===== src/rtl/devctl_pkg.sv =====
package devctl_pkg;

  localparam int unsigned CTL_W     = 5;
  localparam int unsigned F_RUN     = 0;
  localparam int unsigned F_KEEP    = 1;
  localparam int unsigned F_SAVE    = 2;
  localparam int unsigned F_RESTORE = 3;
  localparam int unsigned F_SRST    = 4;

  localparam int unsigned CTX_N     = 2;
  localparam int unsigned CTX_SAVE  = 0;
  localparam int unsigned CTX_REST  = 1;

  // Number of ticks the link must stay off for the given speed mode.
  function automatic int unsigned off_ticks(input logic ss,
                                            input int unsigned ss_t,
                                            input int unsigned hs_t);
    return ss ? ss_t : hs_t;
  endfunction

  function automatic int unsigned max_u(input int unsigned a,
                                        input int unsigned b);
    return (a > b) ? a : b;
  endfunction

endpackage


===== src/rtl/devctl_offtimer.sv =====
module devctl_offtimer import devctl_pkg::*; #(
  parameter int unsigned CYC_PER_TICK = 250000,
  parameter int unsigned SS_TICKS     = 30,
  parameter int unsigned HS_TICKS     = 10
) (
  input  logic clk,
  input  logic rst_n,
  input  logic clr,
  input  logic start,
  input  logic ss_mode,
  output logic off_ok
);
  localparam int unsigned MAXT = max_u(SS_TICKS, HS_TICKS);
  localparam int unsigned TW   = $clog2(MAXT + 1);
  localparam int unsigned CW   = $clog2(CYC_PER_TICK) + 1;

  logic [CW-1:0] cyc_q;
  logic [TW-1:0] tk_q;
  logic [TW-1:0] lim_q;
  logic          ok_q;
  logic          tick;
  logic          wait_end;

  // Named events for the checks below.
  assign tick     = !ok_q && (cyc_q == CW'(CYC_PER_TICK - 1));
  assign wait_end = tick && ((tk_q + TW'(1)) == lim_q);

  always_ff @(posedge clk or negedge rst_n) begin
    if (!rst_n) begin
      ok_q  <= 1'b1;
      cyc_q <= '0;
      tk_q  <= '0;
      lim_q <= '0;
    end else if (clr) begin
      ok_q  <= 1'b1;
      cyc_q <= '0;
      tk_q  <= '0;
      lim_q <= '0;
    end else if (start) begin
      ok_q  <= 1'b0;
      cyc_q <= '0;
      tk_q  <= '0;
      lim_q <= TW'(off_ticks(ss_mode, SS_TICKS, HS_TICKS));
    end else if (!ok_q) begin
      if (tick) begin
        cyc_q <= '0;
        tk_q  <= tk_q + TW'(1);
        if (wait_end) ok_q <= 1'b1;
      end else begin
        cyc_q <= cyc_q + CW'(1);
      end
    end
  end

  assign off_ok = ok_q;

  // while waiting, the tick count stays below the latched limit
  p_tick_bound_r6: assert property (@(posedge clk) disable iff (!rst_n)
    !ok_q |-> (tk_q < lim_q));

  // the wait only ends on a tick or through soft reset
  p_wait_end_r6: assert property (@(posedge clk) disable iff (!rst_n)
    $rose(ok_q) |-> ($past(wait_end) || $past(clr)));

endmodule


===== src/rtl/devctl_cmd_track.sv =====
module devctl_cmd_track (
  input  logic clk,
  input  logic rst_n,
  input  logic clr,
  input  logic set,
  input  logic done,
  output logic busy
);
  logic busy_q;

  always_ff @(posedge clk or negedge rst_n) begin
    if (!rst_n)      busy_q <= 1'b0;
    else if (clr)    busy_q <= 1'b0;
    else if (set)    busy_q <= 1'b1;
    else if (done)   busy_q <= 1'b0;
  end

  assign busy = busy_q;

  // R7 (save instance) / R8 (restore instance): a command wins over completion
  p_set_wins_r7: assert property (@(posedge clk) disable iff (!rst_n)
    (set && !clr) |=> busy_q);

  // completion without a new command clears the flag
  p_done_clears_r7: assert property (@(posedge clk) disable iff (!rst_n)
    (done && !set) |=> !busy_q);

endmodule


===== src/rtl/devctl_link.sv =====
module devctl_link (
  input  logic clk,
  input  logic rst_n,
  input  logic clr,
  input  logic run,
  input  logic keep,
  input  logic off_ok,
  input  logic core_idle,
  input  logic disc_done,
  output logic conn,
  output logic halted,
  output logic fall_evt
);
  logic conn_q;
  logic conn_d;
  logic disc_pend_q;
  logic halted_q;
  logic halt_cond;

  // Connect when running and the off time is over; keep-connect holds a live link.
  assign conn_d    = (run && off_ok) || (conn_q && keep);
  assign fall_evt  = conn_q && !conn_d && !clr;
  assign halt_cond = !run && core_idle && !disc_pend_q && !(conn_q && !keep);

  always_ff @(posedge clk or negedge rst_n) begin
    if (!rst_n) begin
      conn_q      <= 1'b0;
      disc_pend_q <= 1'b0;
      halted_q    <= 1'b0;
    end else if (clr) begin
      conn_q      <= 1'b0;
      disc_pend_q <= 1'b0;
      halted_q    <= 1'b0;
    end else begin
      conn_q   <= conn_d;
      halted_q <= halt_cond;
      if (fall_evt)       disc_pend_q <= 1'b1;
      else if (disc_done) disc_pend_q <= 1'b0;
    end
  end

  assign conn   = conn_q;
  assign halted = halted_q;

  p_conn_needs_run_r2: assert property (@(posedge clk) disable iff (!rst_n)
    $rose(conn_q) |-> $past(run && off_ok));

  p_drop_unkept_r3: assert property (@(posedge clk) disable iff (!rst_n)
    (conn_q && !run && !keep) |=> !conn_q);

  p_keep_holds_r4: assert property (@(posedge clk) disable iff (!rst_n)
    (conn_q && keep && !clr) |=> conn_q);

  p_halt_needs_idle_r5: assert property (@(posedge clk) disable iff (!rst_n)
    $rose(halted_q) |-> $past(core_idle && !run && !disc_pend_q));

endmodule


===== src/rtl/devctl_runstop.sv =====
module devctl_runstop import devctl_pkg::*; #(
  parameter int unsigned CYC_PER_TICK = 250000,
  parameter int unsigned SS_OFF_TICKS = 30,
  parameter int unsigned HS_OFF_TICKS = 10
) (
  input  logic             clk,
  input  logic             rst_n,
  input  logic             wr_en,
  input  logic [CTL_W-1:0] wr_data,
  output logic [CTL_W-1:0] rd_data,
  input  logic             core_idle,
  input  logic             disc_done,
  input  logic             save_done,
  input  logic             restore_done,
  input  logic             ss_mode,
  output logic             connect_en,
  output logic             halted,
  output logic             save_busy,
  output logic             restore_busy
);
  logic run_q;
  logic keep_q;
  logic srst_q;
  logic wr_ok;
  logic srst_req;
  logic field_wr;
  logic off_ok;
  logic fall_evt;
  logic [CTX_N-1:0] ctx_set;
  logic [CTX_N-1:0] ctx_done;
  logic [CTX_N-1:0] ctx_busy;

  // Writes during the soft-reset pulse are dropped; a soft-reset write ignores its other fields.
  assign wr_ok    = wr_en && !srst_q;
  assign srst_req = wr_ok && wr_data[F_SRST];
  assign field_wr = wr_ok && !wr_data[F_SRST];

  always_ff @(posedge clk or negedge rst_n) begin
    if (!rst_n) begin
      run_q  <= 1'b0;
      keep_q <= 1'b0;
      srst_q <= 1'b0;
    end else if (srst_q) begin
      run_q  <= 1'b0;
      keep_q <= 1'b0;
      srst_q <= 1'b0;
    end else begin
      srst_q <= srst_req;
      if (field_wr) begin
        run_q  <= wr_data[F_RUN];
        keep_q <= wr_data[F_KEEP];
      end
    end
  end

  always_comb begin
    rd_data         = '0;
    rd_data[F_RUN]  = run_q;
    rd_data[F_KEEP] = keep_q;
  end

  devctl_offtimer #(
    .CYC_PER_TICK (CYC_PER_TICK),
    .SS_TICKS     (SS_OFF_TICKS),
    .HS_TICKS     (HS_OFF_TICKS)
  ) u_off (
    .clk     (clk),
    .rst_n   (rst_n),
    .clr     (srst_q),
    .start   (fall_evt),
    .ss_mode (ss_mode),
    .off_ok  (off_ok)
  );

  devctl_link u_link (
    .clk       (clk),
    .rst_n     (rst_n),
    .clr       (srst_q),
    .run       (run_q),
    .keep      (keep_q),
    .off_ok    (off_ok),
    .core_idle (core_idle),
    .disc_done (disc_done),
    .conn      (connect_en),
    .halted    (halted),
    .fall_evt  (fall_evt)
  );

  assign ctx_set[CTX_SAVE]  = field_wr && wr_data[F_SAVE];
  assign ctx_set[CTX_REST]  = field_wr && wr_data[F_RESTORE];
  assign ctx_done[CTX_SAVE] = save_done;
  assign ctx_done[CTX_REST] = restore_done;

  for (genvar c = 0; c < CTX_N; c++) begin : g_ctx
    devctl_cmd_track u_trk (
      .clk   (clk),
      .rst_n (rst_n),
      .clr   (srst_q),
      .set   (ctx_set[c]),
      .done  (ctx_done[c]),
      .busy  (ctx_busy[c])
    );
  end

  assign save_busy    = ctx_busy[CTX_SAVE];
  assign restore_busy = ctx_busy[CTX_REST];

  p_srst_single_r10: assert property (@(posedge clk) disable iff (!rst_n)
    srst_q |=> !srst_q);

  p_srst_clears_r10: assert property (@(posedge clk) disable iff (!rst_n)
    srst_q |=> (!run_q && !keep_q && !connect_en && !save_busy && !restore_busy));

endmodule


===== config.mk =====
export PLATFORM = sky130hd
export DESIGN_NAME = devctl_runstop
export DESIGN_NICKNAME = d
export VERILOG_FILES = /design/src/rtl/devctl_pkg.sv /design/src/rtl/devctl_offtimer.sv /design/src/rtl/devctl_cmd_track.sv /design/src/rtl/devctl_link.sv /design/src/rtl/devctl_runstop.sv
export SDC_FILE = /design/constraint.sdc
export NUM_CORES = 1
export LEC_CHECK = 0
export ABC_CLOCK_PERIOD_IN_PS = 1900
export BUFFER_PORTS_ARGS = -buffer_cell sky130_fd_sc_hd__buf_4
export CORE_ASPECT_RATIO = 1.75
export CORE_MARGIN = 3
export CORE_UTILIZATION = 40
export DETAILED_ROUTE_END_ITERATION = 6
export PLACE_DENSITY = 0.65
export SYNTH_ARGS = -nofsm -noshare
export SYNTH_HDL_FRONTEND = slang
export SYNTH_SLANG_ARGS = --single-unit

===== constraint.sdc =====
create_clock -name clk -period 1.9 [get_ports clk]
set_input_delay 0.285 -clock clk [delete_from_list [all_inputs] [get_ports clk]]
set_output_delay 0.285 -clock clk [all_outputs]
set_load 0.005 [all_outputs]

# --- Yosys cells after proc, flatten, opt, wreduce, memory -nomap -nowiden ---
# Cells that the tools add are included.
totals:
  ff_bits: 38
  in_bits: 13
  word_cells: 80
classes:
  n_addsub: 2
  eq_ne: 3
  mux: 32
  reduce_logical: 31
ops:
  columns: ["cell", "count"]
  rows:
  - ["two-way mux 19 bit", 4]
  - ["two-way mux 5 bit", 7]
  - ["two-way mux 1 bit", 21]
  - ["adder 19 x 1 -> 19 bit, second input constant", 1]
  - ["equality test 19 x 18 -> 1 bit, second input constant", 1]
  - ["logical AND 1 bit", 15]
  - ["nonzero test 3 bit", 4]
  - ["logical NOT 1 bit", 8]
  - ["adder 5 x 1 -> 5 bit, second input constant", 1]
  - ["equality test 5 bit", 1]
  - ["nonzero test 2 bit", 2]
  - ["inequality test 3 bit, second input constant", 1]
  - ["AND reduction 2 bit", 1]
  - ["logical OR 1 bit", 1]

# --- Logic depth before layout (Yosys ltp) ---
depth:
  depth_word: 8
  mapped_depth: 7

# --- By module ---
# Synthesis repeated with hierarchy kept, for this count alone.
unflattened:
  cells_unflattened: 211
  hier_area_um2: 2025.7
modules_own_cells:
  columns: ["mod", "n_inst", "cells_each", "area_each_um2", "seq_area_each_um2"]
  rows:
  - ["devctl_offtimer", 1, 171, 1595.3, 676.9]
  - ["devctl_runstop", 1, 20, 200.2, 75.1]
  - ["devctl_link", 1, 12, 142.6, 75.1]
  - ["devctl_cmd_track", 2, 4, 43.8, 25.0]

# --- Worst setup path after synthesis ---
# OpenSTA, ideal clock, no wires.
synth_path:
  path_kind: "register -> register"
  from: "register u_off.cyc_q[0]"
  to: "register u_off.cyc_q[2]"
  setup_time_ns: 0.121
  arrival_time_ns: 1.582
  t_required_ns: 1.779
  setup_slack_ns: 0.196
  stages_incl_launch_ff: 8
  path_buffers: 2
  period_less_slack_ns: 1.704
  path_cell_list: "dfrtp_1 -> ha_1 -> and3_1 -> nand4_1 -> buf_2 -> o21ai_2 -> buf_2 -> nor2_1"
synth_between:
  elab_chain_cells: 6
  elab_cells_between_ends: 7
synth_rtl:
  columns: ["item", "line_no", "rtl"]
  rows:
  - ["start: declaration", "devctl_offtimer.sv:17", "logic [CW-1:0] cyc_q;"]
  - ["start signal: assignment", "devctl_offtimer.sv:50", "cyc_q <= cyc_q + CW'(1);"]
  - ["parallel branches: the longest is 2 deep, another holds adder 19 x 1 -> 19 bit", null, null]
  - ["two-way mux 19 bit *", "devctl_offtimer.sv:45", "if (tick) begin"]
  - ["two-way mux 19 bit *", "devctl_offtimer.sv:44", "end else if (!ok_q) begin"]
  - ["two-way mux 19 bit *", "devctl_offtimer.sv:39", "end else if (start) begin"]
  - ["two-way mux 19 bit *", "devctl_offtimer.sv:34", "end else if (clr) begin"]
# Every way passes the cells marked *. The select of a mux whose other input is x is not followed.
# A chain may end at the register's enable or synchronous reset.

# --- Worst setup path after layout ---
layout_path:
  from: "register u_off.cyc_q[0]"
  to: "register u_off.tk_q[4]"
layout_between:
  elab_chain_cells: 4
layout_rtl:
  columns: ["item", "line_no", "rtl"]
  rows:
  - ["equality test 19 x 18 -> 1 bit", "devctl_offtimer.sv:25", "assign tick = !ok_q && (cyc_q == CW'(CYC_PER_TICK - 1));"]
  - ["logical AND 1 bit", "devctl_offtimer.sv:25", null]
  - ["nonzero test 3 bit (no source line)", null, null]
  - ["AND reduction 2 bit (no source line)", null, null]
  - ["end signal: assignment", "devctl_offtimer.sv:47", "tk_q <= tk_q + TW'(1);"]
  - ["end: declaration", "devctl_offtimer.sv:18", "logic [TW-1:0] tk_q;"]
# No other way between the ends.

==> metrics.yaml <==
io_buffers: 18
hp-class: "input port to register"
final_nets: 245
routed_wl_um: 4120
coreArea_mm2: 0.00448
cp-start-kind: "register"
cts_tree: "done"
max_stage_delay_ns: 0.50
placed_cell_area_mm2: 0.00215
reg2reg_depth: 6
routedWlPerCell_um: 14.6
overflow: 0
fmax_mhz: 557
syn_avg_cell_area_um2: 9.67
status: "finished, final reports clean"
grt_first_pass_wirelength_um: 7330
numCtsBuffers: 5
dpl.hpwl_um: 2980
crit_required_ns: 2.11
drtIter0Drc: 79
clk_pin_slew_worst_paths_ns: 0.07
finClkSkew_ns: 0.00354
rows: 32
finalHoldViolCount: 0
min_path_cells: 3
power_density_mw_per_mm2: 779
grt_pass1_vias: 1614
cpMaxStageDelayCell: "or4_1"
die_w_um: 58.2
antenna_found_initial: 0
insertion_delay_ns: 0.29
register_area_um2: 877
cp.depth: 6
ys_types: 35
multi_input_area_um2: 960
layout-drive-gt1-share_pct: 22.1
yosys_warnings: 0
async_flop_share_pct: 100
final_design_area_no_fill_mm2: 0.00228
path_max_fanout: 11
synth.yosys.seq_area_share_pct: 46.0
initial_core_util_pct: 42.5
cts.sink_count: 35
drv_cap: 0
synthFlopType: "dfrtp_1"
worstPathCellList: "ha_1 > and3_4 > nand4_1 > buf_4 > or4_1 > a21oi_1"
first_pass_iters: 4
arrival_ns: 2.01
area_growth_pct: 19.7
die_h_um: 97.3
slew_viol_final: 0
nFillCells: 425
total_leakage_power_nw: 0.994
ctsRootBufferMaster: "clkbuf_8"
io_pins: 22
synth-edff-count: 0
die_area_mm2: 0.00566
n_antenna_cell: 0
vdd_drop_max_mv: 0.526
period_needed_ns: 1.79
crit_family: "simple AND/OR/NAND/NOR gates"
tns_ns: 0
htreeDepth: 2
critPathKind: "register to register"
period_share_pct: 94.5
cts.path.max_buffers: 2
grt_setup_unrepaired: "false"
antenna_left: 0
via_count: 1613
grt_max_degree: 36
drc_errors: 0
cp-end-kind: "register"
grt.total_usage_pct: 16.4
drt-vias-per-instance: 5.72
finalSetupViolCount: 0
cp_num_buf_inv: 1
syn-instance-count: 197
fin_hold_ws_ns: 0.225
ys_seq_elements: 35
synth_area_mm2: 0.00191
gp_congestion: 0.763
==> through the flow <==
step / util [%] / instances / total power (W) / worst slack [ns]
finish: 50.9 / 282 / 0.00178 / 0.105
global route: 50.9 / 282 / 0.00188 / 0.00953
CTS: 50.1 / 279 / 0.00176 / 0.0367
detailed placement: 48.0 / 270 / 0.00123 / 0.0457
global placement: 48.0 / 270 / 0.00122 / 0.107
floorplan: - / 199 / 0.00108 / 0.196
==> cell type report <==
cell class / instances / area share (%)
Clock buffer: 5 / 3.02
Clock inverter: 3 / 0.658
Inverter: 3 / 0.494
Multi-Input combinational cell: 149 / 42.1
Sequential cell: 35 / 38.5
Tap cell: 51 / 2.80
Timing Repair Buffer: 36 / 12.5
==> worst register-to-register path: cells and delay by family (launching register included) <==
kind	cells	cell delay, ns
buf+inv	1	0.18
flops	1	0.40
fa+ha+maj	1	0.19
compound gates	1	0.16
simple gates	3	0.80
==> where the power goes <==
part	total (W)	internal, W	switching, W
combinational	0.000359	0.000182	0.000177
clock	0.000526	0.000251	0.000276
sequential	0.000891	0.000815	0.0000763
total	0.00178	0.00125	0.000529
==> routing by layer <==
layer / routed length (um) / GRT usage [%] / vias to the layer above
met1: 1700 / 19.7 / 789
met3: 108 / 3.72 / 9
met2: 2220 / 27.3 / 19
li1: - / - / 796
met5: 0 / 0 / -
met4: 91 / 7.32 / 0
==> state kept, by name, summed over array words and instances (netlist names), 2 cells and up <==
register          flops
g_ctx.u_trk.busy      2
u_off.cyc_q          19
u_off.lim_q           2
u_off.tk_q            5
==> placed cells by master (no fill, tap or decap), types with 6 or more instances in the layout <==
cell type,Yosys,routed
nor2_1,15,15
dfrtp_1,34,34
xor2_1,8,8
buf_4,5,34
nand3_1,8,8
nand2_1,13,13
o31ai_1,13,13
a21oi_1,26,26
or4_1,11,11
o21ai_0,6,6
==> timing repair <==
| action | CTS | global route |
|---|---|---|
| endpoints found under the setup margin | 0 | 6 |
| setup buffers | 0 | 3 |
| endpoints found under the hold margin | 34 | 0 |
| hold buffers | 1 | 0 |
| resized for setup | 0 | 3 |
==> synthesized netlist by cell type (2+ instances only) <==
cell	number	area share (%)
nand3_1	8	2.1
or3_1	4	1.3
and4_1	5	2.3
buf_4	5	2.0
nand2b_1	5	1.6
o21ai_2	2	0.92
nor4_1	2	0.66
and2_1	2	0.66
o211ai_1	2	0.79
inv_1	3	0.59
o2111ai_1	2	0.92
clkbuf_1	2	0.39
nand2_1	13	2.6
or4_1	11	4.3
nand4_1	4	1.3
a21oi_1	26	6.8
o31ai_1	13	5.1
mux2i_1	3	1.6
buf_2	4	1.1
o21ai_0	6	1.6
ha_1	2	1.3
dfrtp_1	34	45
nor2_1	15	3.0
xor2_1	8	3.7
and3_1	2	0.66
nor2b_1	5	1.6
==> worst paths after layout <==
path	startpoint	end	slack, ns
worst min register to register	u_off.lim_q[3]$_DFFE_PN0P_	u_off.lim_q[3]$_DFFE_PN0P_	0.52
min in group asynchronous	rst_n	u_off.cyc_q[15]$_DFFE_PN0P_	0.48
worst max-delay path	u_off.cyc_q[0]$_DFFE_PN0P_	u_off.tk_q[4]$_DFFE_PN0P_	0.11
worst max register to register	u_off.cyc_q[0]$_DFFE_PN0P_	u_off.tk_q[4]$_DFFE_PN0P_	0.11
max in group asynchronous	rst_n	u_off.off_ok$_DFF_PN1_	1.07
worst min-delay path	wr_en	srst_q$_DFF_PN0_	0.22
==> logic make-up (layout without fill, tap and decap cells) <==
| logic type | Yosys count | after routing | share of synthesized area [%] |
|---|---|---|---|
| xor+xnor | 9 | 9 | 4.14 |
| simple gates | 79 | 79 | 24.9 |
| mux | 3 | 3 | 1.58 |
| compound gates | 53 | 53 | 17.3 |
| other cells | 1 | 3 | 0.197 |
| flops | 35 | 35 | 46.0 |
| buf+inv | 15 | 47 | 4.60 |
| fa+ha+maj | 2 | 2 | 1.31 |
Power figures use the tool's default switching activity.
